File: config.mk
export PLATFORM = sky130hd
export DESIGN_NAME = wr_status_rdpath
export DESIGN_NICKNAME = d
export VERILOG_FILES = /design/src/rtl/wr_status_pkg.sv /design/src/rtl/wr_rd_strobe.sv /design/src/rtl/wr_toggle_gen.sv /design/src/rtl/wr_stat_mux.sv /design/src/rtl/wr_status_rdpath.sv
export SDC_FILE = /design/constraint.sdc
export NUM_CORES = 1
export LEC_CHECK = 0
export BUFFER_PORTS_ARGS = -buffer_cell sky130_fd_sc_hd__buf_4
export CAP_MARGIN = 10
export CORE_AREA = 2 2 39 41
export DETAILED_ROUTE_END_ITERATION = 8
export DIE_AREA = 0 0 41 43
export HOLD_SLACK_MARGIN = 0.02
export PLACE_DENSITY = 0.69
export SYNTH_ARGS = -nofsm -noshare
export SYNTH_HDL_FRONTEND = slang
export SYNTH_SLANG_ARGS = --single-unit
File: constraint.sdc
create_clock -name clk_i -period 1.4 [get_ports clk_i]
set_input_delay 0.14 -clock clk_i [delete_from_list [all_inputs] [get_ports clk_i]]
set_output_delay 0.14 -clock clk_i [all_outputs]
set_load 0.02 [all_outputs]
File: src/rtl/wr_status_pkg.sv
package wr_status_pkg;
  typedef enum logic {SRC_ARRAY = 1'b0, SRC_STATUS = 1'b1} rd_src_e;
endpackage

File: src/rtl/wr_rd_strobe.sv
module wr_rd_strobe (
  input  logic clk_i,
  input  logic rst_ni,
  input  logic ce_ni,
  input  logic oe_ni,
  output logic rd_act_o,
  output logic rd_new_o
);
  logic rd_q;
  assign rd_act_o = ~ce_ni & ~oe_ni;
  always_ff @(posedge clk_i or negedge rst_ni) begin
    if (!rst_ni) rd_q <= 1'b0;
    else         rd_q <= rd_act_o;
  end
  assign rd_new_o = rd_act_o & ~rd_q;
endmodule

File: src/rtl/wr_toggle_gen.sv
module wr_toggle_gen (
  input  logic clk_i,
  input  logic rst_ni,
  input  logic busy_i,
  input  logic rd_new_i,
  output logic tgl_o
);
  logic busy_q, tgl_q, tgl_base, tgl_d;
  always_comb begin
    tgl_base = (busy_i & ~busy_q) ? 1'b0 : tgl_q;
    tgl_d    = (busy_i & rd_new_i) ? ~tgl_base : tgl_base;
  end
  always_ff @(posedge clk_i or negedge rst_ni) begin
    if (!rst_ni) begin
      busy_q <= 1'b0;
      tgl_q  <= 1'b0;
    end else begin
      busy_q <= busy_i;
      tgl_q  <= tgl_d;
    end
  end
  // next value, so the registered output shows the flip of this access
  assign tgl_o = tgl_d;
endmodule

File: src/rtl/wr_stat_mux.sv
module wr_stat_mux
  import wr_status_pkg::*;
#(
  parameter int DATA_W   = 8,
  parameter int POLL_BIT = 7,
  parameter int TGL_BIT  = 6
) (
  input  rd_src_e           src_i,
  input  logic              refused_i,
  input  logic              tgl_i,
  input  logic [DATA_W-1:0] last_byte_i,
  input  logic [DATA_W-1:0] array_i,
  output logic [DATA_W-1:0] word_o
);
  logic [DATA_W-1:0] stat_w;
  for (genvar i = 0; i < DATA_W; i++) begin : g_bit
    if (i == POLL_BIT) begin : g_poll
      assign stat_w[i] = last_byte_i[i] ^ ~refused_i;
    end else if (i == TGL_BIT) begin : g_tgl
      assign stat_w[i] = tgl_i;
    end else begin : g_echo
      assign stat_w[i] = last_byte_i[i];
    end
  end
  assign word_o = (src_i == SRC_STATUS) ? stat_w : array_i;
endmodule

File: src/rtl/wr_status_rdpath.sv
module wr_status_rdpath
  import wr_status_pkg::*;
#(
  parameter int DATA_W   = 8,
  parameter int POLL_BIT = DATA_W - 1,
  parameter int TGL_BIT  = DATA_W - 2
) (
  input  logic              clk_i,
  input  logic              rst_ni,
  input  logic              ce_ni,
  input  logic              oe_ni,
  input  logic              busy_i,
  input  logic              refused_i,
  input  logic [DATA_W-1:0] last_byte_i,
  input  logic [DATA_W-1:0] array_i,
  output logic [DATA_W-1:0] data_o,
  output logic              data_oe_o
);
  logic              rd_act, rd_new, tgl;
  logic [DATA_W-1:0] word;
  rd_src_e           src;

  assign src = busy_i ? SRC_STATUS : SRC_ARRAY;

  wr_rd_strobe u_strobe (
    .clk_i, .rst_ni, .ce_ni, .oe_ni,
    .rd_act_o(rd_act), .rd_new_o(rd_new)
  );

  wr_toggle_gen u_tgl (
    .clk_i, .rst_ni, .busy_i,
    .rd_new_i(rd_new), .tgl_o(tgl)
  );

  wr_stat_mux #(.DATA_W(DATA_W), .POLL_BIT(POLL_BIT), .TGL_BIT(TGL_BIT)) u_mux (
    .src_i(src), .refused_i, .tgl_i(tgl),
    .last_byte_i, .array_i, .word_o(word)
  );

  always_ff @(posedge clk_i or negedge rst_ni) begin
    if (!rst_ni) begin
      data_oe_o <= 1'b0;
      data_o    <= '0;
    end else begin
      data_oe_o <= rd_act;
      data_o    <= rd_act ? word : '0;
    end
  end
endmodule

# Word-level counts from Yosys, hierarchy flattened
# Index checks and enable logic that the tools add are counted.
[word_totals]
register_bits = 11
inputBits = 22
out_inout_bits = 9
elab_cells = 20
[op_classes]
mux = 5
bitwise = 11
[op_table]
columns = ["op", "count"]
rows = [
  ["$mux W8", 2],
  ["$not A1 Y1", 6],
  ["$and A1 B1 Y1", 4],
  ["$mux W1", 3],
  ["$xor A1 B1 Y1", 1],
]

# Depth between registers and ports, before layout
[logic_depth]
word_depth = 7
mapped_depth = 3
depth_no_buf = 3

# Cells and area by module
# From an unflattened synthesis, not the netlist that was laid out.
[hier_totals]
hier_cells = 36
area_unflattened_um2 = 526.8
[by_module_without_submodules]
columns = ["mod", "instances", "cells_each", "area_each_um2", "seq_area_each_um2"]
rows = [
  ["wr_status_rdpath", 1, 17, 275.3, 225.2],
  ["wr_stat_mux", 1, 10, 140.1, 0.0],
  ["wr_toggle_gen", 1, 6, 72.6, 50.0],
  ["wr_rd_strobe", 1, 3, 38.8, 25.0],
]

# Worst setup path after synthesis
# No wires, ideal clock.
[synth_path]
path_type = "register to register"
from = "register u_strobe.rd_q"
to = "register u_tgl.tgl_q"
setup_ps = 130
arrival_ps = 1127
required_ps = 1270
path_slack_ps = 143
path_stages_with_launch = 4
n_path_buf = 0
synth_period_minus_slack_ps = 1257
path_cell_list = "dfrtp_1 -> or4b_1 -> mux2i_1 -> a21oi_1"
[synth_between]
elab_chain_cells = 4
[synth_lines]
columns = ["element", "line", "text"]
rows = [
  ["start, declared", "wr_rd_strobe.sv:9", "logic rd_q;"],
  ["start signal, assigned", "wr_rd_strobe.sv:13", "else rd_q <= rd_act_o;"],
  ["$not A1 Y1", "wr_rd_strobe.sv:15", "assign rd_new_o = rd_act_o & ~rd_q;"],
  ["$and A1 B1 Y1", "wr_rd_strobe.sv:15", ""],
  ["$and A1 B1 Y1", "wr_toggle_gen.sv:11", "tgl_d = (busy_i & rd_new_i) ? ~tgl_base : tgl_base;"],
  ["$mux W1", "wr_toggle_gen.sv:11", ""],
  ["net tgl", "wr_status_rdpath.sv:19", "logic rd_act, rd_new, tgl;"],
  ["end signal, assigned", "wr_toggle_gen.sv:19", "tgl_q <= tgl_d;"],
  ["end, declared", "wr_toggle_gen.sv:8", "logic busy_q, tgl_q, tgl_base, tgl_d;"],
]
# The timed path passes the listed nets, and every way through them passes these cells.

# Worst setup path after layout
# Ends and elaborated chain as after synthesis.

==> results_dict.tcl <==
set metrics [dict create \
    drv_cap 0 \
    finalSetupTns_ns 0 \
    leakage_nw 0.392 \
    layout.nets 95 \
    reg2regPathDepth 3 \
    grt_max_degree 14 \
    min_path_cells 1 \
    antenna_left 0 \
    switching_share_pct 23.6 \
    skew_ns 0.00262 \
    p_seq_share_pct 50.6 \
    core_area_mm2 0.00138 \
    period_share_pct 86.6 \
    total_power_uw 681 \
    worstPathMaxFanout 5 \
    fin_util_pct 52.7 \
    crit_type "reg -> reg" \
    powerDensity_mw_per_mm2 934 \
    crit_chain "or4b_1, mux2i_1, a21oi_1" \
    syn_avg_cell_area_um2 11.6 \
    post_cts_buffers 0 \
    fmax_mhz 825 \
    cts_buffer_depth 2 \
    cts_buffers 3 \
    synth-seq-area-share_pct 59.3 \
    cts_tree "yes" \
    slowest_stage "or4b_1" \
    rsz0062_at_grt "false" \
    wl_um 943 \
    routedWlPerCell_um 10.7 \
    hold_buffers 1 \
    critPathTopFamily "simple AND/OR/NAND/NOR gates" \
    clkSinkCount 11 \
    crit_buf_inv 0 \
    ys_ff_latch 11 \
    worst_ep_arrival_time_ns 1.35 \
    mostFrequentLayoutCells "buf_4 (29), dfrtp_1 (11), mux2i_1 (8), nor2_1 (7), clkbuf_4 (3)" \
    setup_viol 0 \
    grt_pass1_wl_um 1610 \
    via_count 400 \
    final-hold-violation-count 0 \
    slew_headroom_pct 78.2 \
    p_clk_share_pct 30.0 \
    ctsResizeCount 0 \
    drt-pass1-iter-count 4 \
    worstMarginPinSlew_ns 0.327 \
    postPlaceCellArea_um2 693 \
    die_h_um 43 \
    yosys-top-cells-area "dfrtp_1 (59%), mux2i_1 (17%), nor2_1 (5.7%), a21oi_1 (2.2%), or4b_1 (2.2%)" \
    synth_top_cell_by_area "dfrtp_1" \
    grt_overflow 0 \
    max_stage_delay_ns 0.47 \
    drcViolationCount 0 \
    ios 31 \
    avgViaCountPerCell 4.55 \
    required_ns 1.54 \
    synthCells 40 \
    antenna_found_initial 0 \
    syn_nets 62 \
    cts_max_level 1 \
    core.rowCount 14 \
    diodes 0 \
    min_period_ns 1.21 \
    clkLatencyLatePin_ns 0.26 \
    portBuffers 29 \
    fin_area_um2 729 \
    synth_top_area_share_pct 59.3 \
    areaGrowthSynthToFinish_pct 57.1 \
    synth.distinct_cells 16 \
    drive_gt1_share_pct 44.4 \
    initial_utilization_pct 33.5 \
    clk_pin_slew_ns 0.06 \
    layout.cells.most_common "buf_4" \
    critPathCaptureType "flip-flop" \
    status "finished, final reports clean" \
    worst_setup_path_start_kind "flip-flop" \
    grt_pass1_vias 418 \
    synth_area_um2 464 \
    slew_violations 0 \
    hp-class "in -> reg" \
    combPwrFrac_pct 19.4 \
    p_int_uw 520 \
    die_x_um 41 \
    ir_drop_uv 442 \
    hpwl_um 751 \
    gp_congestion 0.621 \
    grt_use_total_pct 14.1 \
    netSwitchingPower_uw 161 \
    worst-path-stages 3 \
    dieArea_mm2 0.00176 \
    cts_root_buf "clkbuf_4" \
    drt_iter0_markers 5 \
    ys.warnings.count 0 \
]
-- cells by family (layout without fill, tap and decap cells) --
logic type | after synthesis | count (layout) | synth area share, %
multiplexers | 8 | 8 | 17.3
AO/OA/AOI/OAI | 3 | 3 | 3.50
AND/OR/NAND/NOR | 14 | 14 | 15.4
flip-flops | 11 | 11 | 59.3
buffers and inverters | 3 | 35 | 2.69
XOR/XNOR | 1 | 1 | 1.89
-- synth_stat cells --
master    number
buf_2          1
xnor2_1        1
dfrtp_1       11
or4b_1         1
or2_1          1
nand3b_1       1
a21oi_1        2
nor3_1         1
mux2i_1        8
inv_1          1
clkbuf_1       1
nand2b_1       1
a31oi_1        1
nand2_1        1
nand4_1        1
nor2_1         7
-- stage by stage --
stage | cells | setup WS, ns | hold slack, ns
2_1_floorplan | 40 | 0.143 | -0.156
3_5_place_dp | 83 | 0.191 | -0.0194
3_3_place_gp | 83 | 0.194 | -0.0215
6_report | 88 | 0.188 | 0.112
5_1_grt | 88 | 0.118 | 0.103
4_1_cts | 88 | 0.174 | 0.105
-- area by class of cell --
class,count,area [um^2]
multi-input cells,26,176
flip-flops and latches,11,275
clock buffers,4,26.3
repair buffers,30,228
well taps,16,20.0
inverters,1,3.75
fillers,131,654
-- state kept, by name, summed over array words and instances, names as in the netlist --
name	cells
u_strobe.rd_q	1
u_tgl.tgl_q	1
data_o	8
u_tgl.busy_q	1
-- path summary, 6_finish.rpt --
kind                               start  slack [ns]            to
max                        u_strobe.rd_q        0.19   u_tgl.tgl_q
min reg2reg                  u_tgl.tgl_q        0.59   u_tgl.tgl_q
max in group asynchronous         rst_ni        1.02   u_tgl.tgl_q
min in group asynchronous         rst_ni        0.24     data_o[0]
max reg2reg                u_strobe.rd_q        0.19   u_tgl.tgl_q
min                               busy_i        0.11  u_tgl.busy_q
-- metal layers --
metal / track usage [%] / part of all wire [%] / up-vias
met4: 12.0 / 1.7 / 0
met2: 22.8 / 52 / 18
met3: 3.66 / 9.0 / 2
met1: 13.6 / 38 / 180
met5: 0 / 0 / -
li1: - / - / 200
-- power groups by stage --
stage | Combinational (mW) | Sequential [mW] | Clock, mW
after floorplan | 0.0417 | 0.365 | 0
after global placement | 0.130 | 0.350 | 0
after detailed placement | 0.133 | 0.351 | 0
after CTS | 0.135 | 0.345 | 0.218
after global routing | 0.146 | 0.347 | 0.233
final | 0.132 | 0.345 | 0.204
Note: power is estimated with default switching activity, not from simulation.
